--- config.mk ---
export PLATFORM = sky130hd
export DESIGN_NAME = pwm_frac_gen
export DESIGN_NICKNAME = d
export VERILOG_FILES = /design/src/rtl/pwm_frac_pkg.sv /design/src/rtl/pwm_ctrl_regs.sv /design/src/rtl/pwm_phase_acc.sv /design/src/rtl/pwm_duty_cmp.sv /design/src/rtl/pwm_frac_gen.sv
export SDC_FILE = /design/constraint.sdc
export NUM_CORES = 1
export LEC_CHECK = 0
export CORE_MARGIN = 4
export CORE_UTILIZATION = 30
export DETAILED_ROUTE_END_ITERATION = 16
export DONT_BUFFER_PORTS = 1
export PLACE_DENSITY_LB_ADDON = 0.12
export SYNTH_ARGS = -nofsm -noshare
export SYNTH_HDL_FRONTEND = slang
export SYNTH_SLANG_ARGS = --single-unit
--- constraint.sdc ---
create_clock -name clk -period 2.8 [get_ports clk]
set_clock_uncertainty 0.15 [all_clocks]
set_input_delay 0.28 -clock clk [delete_from_list [all_inputs] [get_ports clk]]
set_output_delay 0.28 -clock clk [all_outputs]
set_load 0.02 [all_outputs]
--- src/rtl/pwm_frac_pkg.sv ---
package pwm_frac_pkg;
  localparam int REG_W          = 32;
  localparam int EN_BIT         = 31;
  localparam int UPD_BIT        = 30;
  localparam int BASE_LSB       = 8;
  localparam int DIV_LSB        = 0;
  localparam int DEF_ACC_W      = 16;
  localparam int DEF_DIV_W      = 8;
  localparam int unsigned DEF_BASE_LIMIT = 32'h0000_8002;
endpackage

--- src/rtl/pwm_ctrl_regs.sv ---
module pwm_ctrl_regs
  import pwm_frac_pkg::*;
#(
  parameter int          ACC_W      = DEF_ACC_W,
  parameter int          DIV_W      = DEF_DIV_W,
  parameter int unsigned BASE_LIMIT = DEF_BASE_LIMIT
) (
  input  logic             clk,
  input  logic             rst,
  input  logic             wr_en,
  input  logic [REG_W-1:0] wr_data,
  input  logic             cyc_wrap,
  output logic             run_en,
  output logic             upd_pend,
  output logic [ACC_W-1:0] act_base,
  output logic [DIV_W-1:0] act_div,
  output logic [REG_W-1:0] rd_data
);
  localparam int               BASE_MSB = BASE_LSB + ACC_W - 1;
  localparam int               DIV_MSB  = DIV_LSB + DIV_W - 1;
  localparam logic [ACC_W-1:0] LIMIT    = ACC_W'(BASE_LIMIT);

  logic [ACC_W-1:0] sh_base;
  logic [DIV_W-1:0] sh_div;
  logic [ACC_W-1:0] wr_base;
  logic             wr_ok;
  logic             load;
  logic [REG_W-1:0] rd_n;

  assign wr_base = wr_data[BASE_MSB:BASE_LSB];
  assign wr_ok   = wr_en && (wr_base <= LIMIT);
  // shadow moves to active at a period boundary, or at once when stopped
  assign load    = upd_pend && (cyc_wrap || !run_en);

  always_ff @(posedge clk) begin
    if (rst) begin
      run_en   <= 1'b0;
      upd_pend <= 1'b0;
      sh_base  <= '0;
      sh_div   <= '0;
      act_base <= '0;
      act_div  <= '0;
    end else begin
      if (load) begin
        act_base <= sh_base;
        act_div  <= sh_div;
      end
      upd_pend <= (upd_pend && !load) || (wr_ok && wr_data[UPD_BIT]);
      if (wr_ok) begin
        run_en  <= wr_data[EN_BIT];
        sh_base <= wr_base;
        sh_div  <= wr_data[DIV_MSB:DIV_LSB];
      end
    end
  end

  always_comb begin
    rd_n                    = '0;
    rd_n[EN_BIT]            = run_en;
    rd_n[UPD_BIT]           = upd_pend;
    rd_n[BASE_MSB:BASE_LSB] = sh_base;
    rd_n[DIV_MSB:DIV_LSB]   = sh_div;
  end

  always_ff @(posedge clk) begin
    if (rst) rd_data <= '0;
    else     rd_data <= rd_n;
  end
endmodule

--- src/rtl/pwm_phase_acc.sv ---
module pwm_phase_acc #(
  parameter int ACC_W = 16
) (
  input  logic             clk,
  input  logic             rst,
  input  logic             run_en,
  input  logic [ACC_W-1:0] step,
  output logic [ACC_W-1:0] phase,
  output logic             cyc_wrap
);
  logic [ACC_W:0] sum;

  assign sum      = {1'b0, phase} + {1'b0, step};
  assign cyc_wrap = run_en && sum[ACC_W];

  always_ff @(posedge clk) begin
    if (rst || !run_en) phase <= '0;
    else                phase <= sum[ACC_W-1:0];
  end
endmodule

--- src/rtl/pwm_duty_cmp.sv ---
module pwm_duty_cmp #(
  parameter int DIV_W = 8
) (
  input  logic             clk,
  input  logic             rst,
  input  logic             run_en,
  input  logic [DIV_W-1:0] phase_hi,
  input  logic [DIV_W-1:0] thresh,
  output logic             pwm_q
);
  always_ff @(posedge clk) begin
    if (rst) pwm_q <= 1'b0;
    else     pwm_q <= run_en && (phase_hi >= thresh);
  end
endmodule

--- src/rtl/pwm_frac_gen.sv ---
module pwm_frac_gen
  import pwm_frac_pkg::*;
#(
  parameter int          ACC_W      = DEF_ACC_W,
  parameter int          DIV_W      = DEF_DIV_W,
  parameter int unsigned BASE_LIMIT = DEF_BASE_LIMIT
) (
  input  logic             clk,
  input  logic             rst,
  input  logic             wr_en,
  input  logic [REG_W-1:0] wr_data,
  output logic [REG_W-1:0] rd_data,
  output logic             pwm_out
);
  logic             en_w;
  logic             upd_w;
  logic             wrap_w;
  logic [ACC_W-1:0] act_base_w;
  logic [DIV_W-1:0] act_div_w;
  logic [ACC_W-1:0] phase_w;

  pwm_ctrl_regs #(.ACC_W(ACC_W), .DIV_W(DIV_W), .BASE_LIMIT(BASE_LIMIT)) u_regs (
    .clk(clk), .rst(rst), .wr_en(wr_en), .wr_data(wr_data),
    .cyc_wrap(wrap_w), .run_en(en_w), .upd_pend(upd_w),
    .act_base(act_base_w), .act_div(act_div_w), .rd_data(rd_data)
  );

  pwm_phase_acc #(.ACC_W(ACC_W)) u_acc (
    .clk(clk), .rst(rst), .run_en(en_w), .step(act_base_w),
    .phase(phase_w), .cyc_wrap(wrap_w)
  );

  pwm_duty_cmp #(.DIV_W(DIV_W)) u_cmp (
    .clk(clk), .rst(rst), .run_en(en_w),
    .phase_hi(phase_w[ACC_W-1 -: DIV_W]), .thresh(act_div_w), .pwm_q(pwm_out)
  );
endmodule

==> flow_summary.ini <==
[setup_path]
worst-endpoint-arrival_ns = 2.69
timing.critical_path.from_type = flop
worst-r2r-setup-slack_ns = 0.19
path_max_fanout = 14
critPathCaptureType = flop
crit-reg2reg-capture = u_regs.act_base[10]$_SDFFE_PP0P_
crit_type = flop to flop
critical_path_required_ns = 2.88
worst_r2r_startpoint = u_regs.act_base[0]$_SDFFE_PP0P_
ff2ff_path_depth = 8

[cells_and_area]
mostFrequentLayoutCell = dfxtp_1
area_growth_syn_to_layout_pct = 19.6
post_route_cells_drive_above_1_share_pct = 11.4
antenna-diode-count = 0
layout.nets = 494
mostFrequentLayoutCells = dfxtp_1, nor2_1, nor2b_1

[run_status]
status = finished clean

[sta]
setup_repair_after_global_routing_missed_its_margin = false
fin_setup_tns_ns = 0
setup_violations = 0
finalHoldViolCount = 0
timing_max_transition_violations_final = 0
fin_crit_ns = 2.61
min_period_over_period_pct = 93.1
setup_ws_ns = 0.193
achievable-frequency_mhz = 384

[clock_network]
cts-root-buf = clkbuf_16
postCtsSetupBuffers = 0
worst_skew_pair.late_latency_ns = 0.35
max_buffers_root_to_sink = 2
ctsHtreeMaxLevel = 3
cts_tree = done
tritoncts_num_sinks = 93
clkSlewWorstSetupHoldPaths_ns = 0.06
numCtsBuffers = 9

[synthesis]
yosys.area.top_type_share_pct = 44.9
synth.lib_cells_used.distinct = 48
avgSynthCellArea_um2 = 10.2
synthesis.yosys.warnings = 0
flip_flop_cell_with_the_highest_count_after_synthesis = dfxtp_1
synth_edf_count = 0
async_flop_share_pct = 0
seq_area_frac_synth_pct = 44.9
synth_area_leaders = dfxtp_1, ha_1, mux2_4
syn_area_um2 = 4140
netlist.top_cell.by_area = dfxtp_1
flip_flop_and_latch_count_after_synthesis = 93
post_synthesis_cell_count = 406

[pwr]
power.density_cell_area_nw_per_um2 = 574
ir_drop_v = 0.000326
power.leakage_nw = 2.19

[global_routing]
grt_first_pass_wirelength_um = 14800
grt_max_degree = 52
first_global_vias = 2766
grt_util_all_layers_pct = 11.9
grt.overflow.total = 0
antenna_found_initial = 0

[route]
detail_route.drc_violations = 0
final_wirelength_um = 9030
ant_nets = 0
wire_per_inst_um = 14.7
number_of_vias_per_cell_after_detailed_routing = 4.54
dr_total_vias = 2795
dr.first_iter.drc_count = 106
drt_pass1_iterations = 5

[floorplanning]
floorplan.core_area_um2 = 13400
y_dimension_of_the_die_um = 126
num_rows = 42
die_w_um = 126
floorplan.initialDensity_pct = 30.9
dieArea_um2 = 15800
count_of_pins_on_the_block_boundary = 68

[placement]
number_of_buffers_inserted_by_port_buffering = 0
post_place_setup_slack_ns = 0.102
dp_hpwl_um = 6410
routabilityCongestion = 0.737

[hold_path]
holdCritStartpoint = rst
min_path_cells = 2
min_to = u_regs.act_div[3]$_SDFFE_PP0P_
holdCritPathClass = input port to flop

[flow_run]
drv_cap = 0
## worst max path at each step
stage | cells after the start | endpoint | slack (ns) | from
floorplan | 8 | u_regs.act_base[0]$_SDFFE_PP0P_ | 0.22 | u_regs.act_base[0]$_SDFFE_PP0P_
finish | 8 | u_regs.act_base[10]$_SDFFE_PP0P_ | 0.19 | u_regs.act_base[0]$_SDFFE_PP0P_
global placement | 8 | u_regs.act_base[9]$_SDFFE_PP0P_ | 0.10 | u_regs.act_base[0]$_SDFFE_PP0P_
CTS | 8 | u_regs.act_base[10]$_SDFFE_PP0P_ | 0.08 | u_regs.act_base[0]$_SDFFE_PP0P_
detailed placement | 8 | u_regs.act_base[8]$_SDFFE_PP0P_ | 0.10 | u_regs.act_base[0]$_SDFFE_PP0P_
global route | 8 | u_regs.act_base[8]$_SDFFE_PP0P_ | 0.07 | u_regs.act_base[0]$_SDFFE_PP0P_
## worst max-delay path, stage by stage (launching register included)
cell and delay (ns):
dfxtp_1 0.31, ha_1 0.23, fa_1 0.41, a211oi_2 0.27, o21a_1 0.29, a211oi_4 0.11
o21ai_4 0.21, buf_12 0.19, mux2_1 0.33
## cell type report
cell class | instances | area (µm²)
clock buffers | 9 | 225
clock inverters | 7 | 97.6
fillers | 1365 | 8440
inverters | 18 | 67.6
multi-input cells | 278 | 2120
flip-flops and latches | 93 | 1860
well taps | 176 | 220
repair buffers | 34 | 360
## registers in the layout, summed over array words and instances (netlist names)
| signal | cells |
|---|---|
| u_regs.run_en | 1 |
| u_regs.sh_base | 16 |
| u_acc.phase | 16 |
| u_cmp.pwm_q | 1 |
| u_regs.act_div | 8 |
| u_regs.sh_div | 8 |
| u_regs.upd_pend | 1 |
| u_regs.act_base | 16 |
| u_regs.rd_data | 26 |
## cells by family after synthesis
kind of cell | synth area share, %
AOI/OAI and AO/OA | 11.0
other | 0.0905
and+or+nand+nor | 15.0
buffers and inverters | 4.65
muxes | 15.6
DFF | 44.9
xor gates and xnor gates | 1.06
adders and majority gates | 7.73
## metrics by stage
stage	utilization [%]	area (µm²)	hold slack (ns)	power, W	instances
4_1_cts	36.9	4950	0.00425	0.00290	615
3_3_place_gp	32.4	4340	0.210	0.00151	571
2_1_floorplan	-	4160	0.246	0.00150	411
6_report	37.0	4960	0.0254	0.00284	615
3_5_place_dp	32.4	4340	0.212	0.00151	571
5_1_grt	37.0	4960	0.0207	0.00296	615
## repair_timing
action	4_1_cts	5_1_grt
hold buffers	28	0
endpoints found under the hold margin	51	0
gates resized for setup	0	1
setup endpoints to repair	0	14
## metal layers
layer | GRT usage [%] | vias up | wire length [µm]
met5 | 0 | - | 0
met4 | 5.74 | 0 | 172
met3 | 3.28 | 11 | 359
met2 | 16.9 | 45 | 3830
met1 | 16.4 | 1295 | 4670
li1 | - | 1444 | -
## power breakdown
group          switching (W)  internal [W]  total (W)
sequential         0.0000284       0.00135    0.00138
clock               0.000540      0.000787    0.00133
combinational      0.0000654     0.0000703   0.000136
## synth_stat cells (all sizes together), types with 11 or more instances
cell    instances
ha             24
inv            18
mux2           24
o21ai          14
buf            14
nor2b          40
a21oi          13
nand2          14
dfxtp          93
mux2i          30
a211oi         11
nor2           45
(Power assumes the default switching activity.)
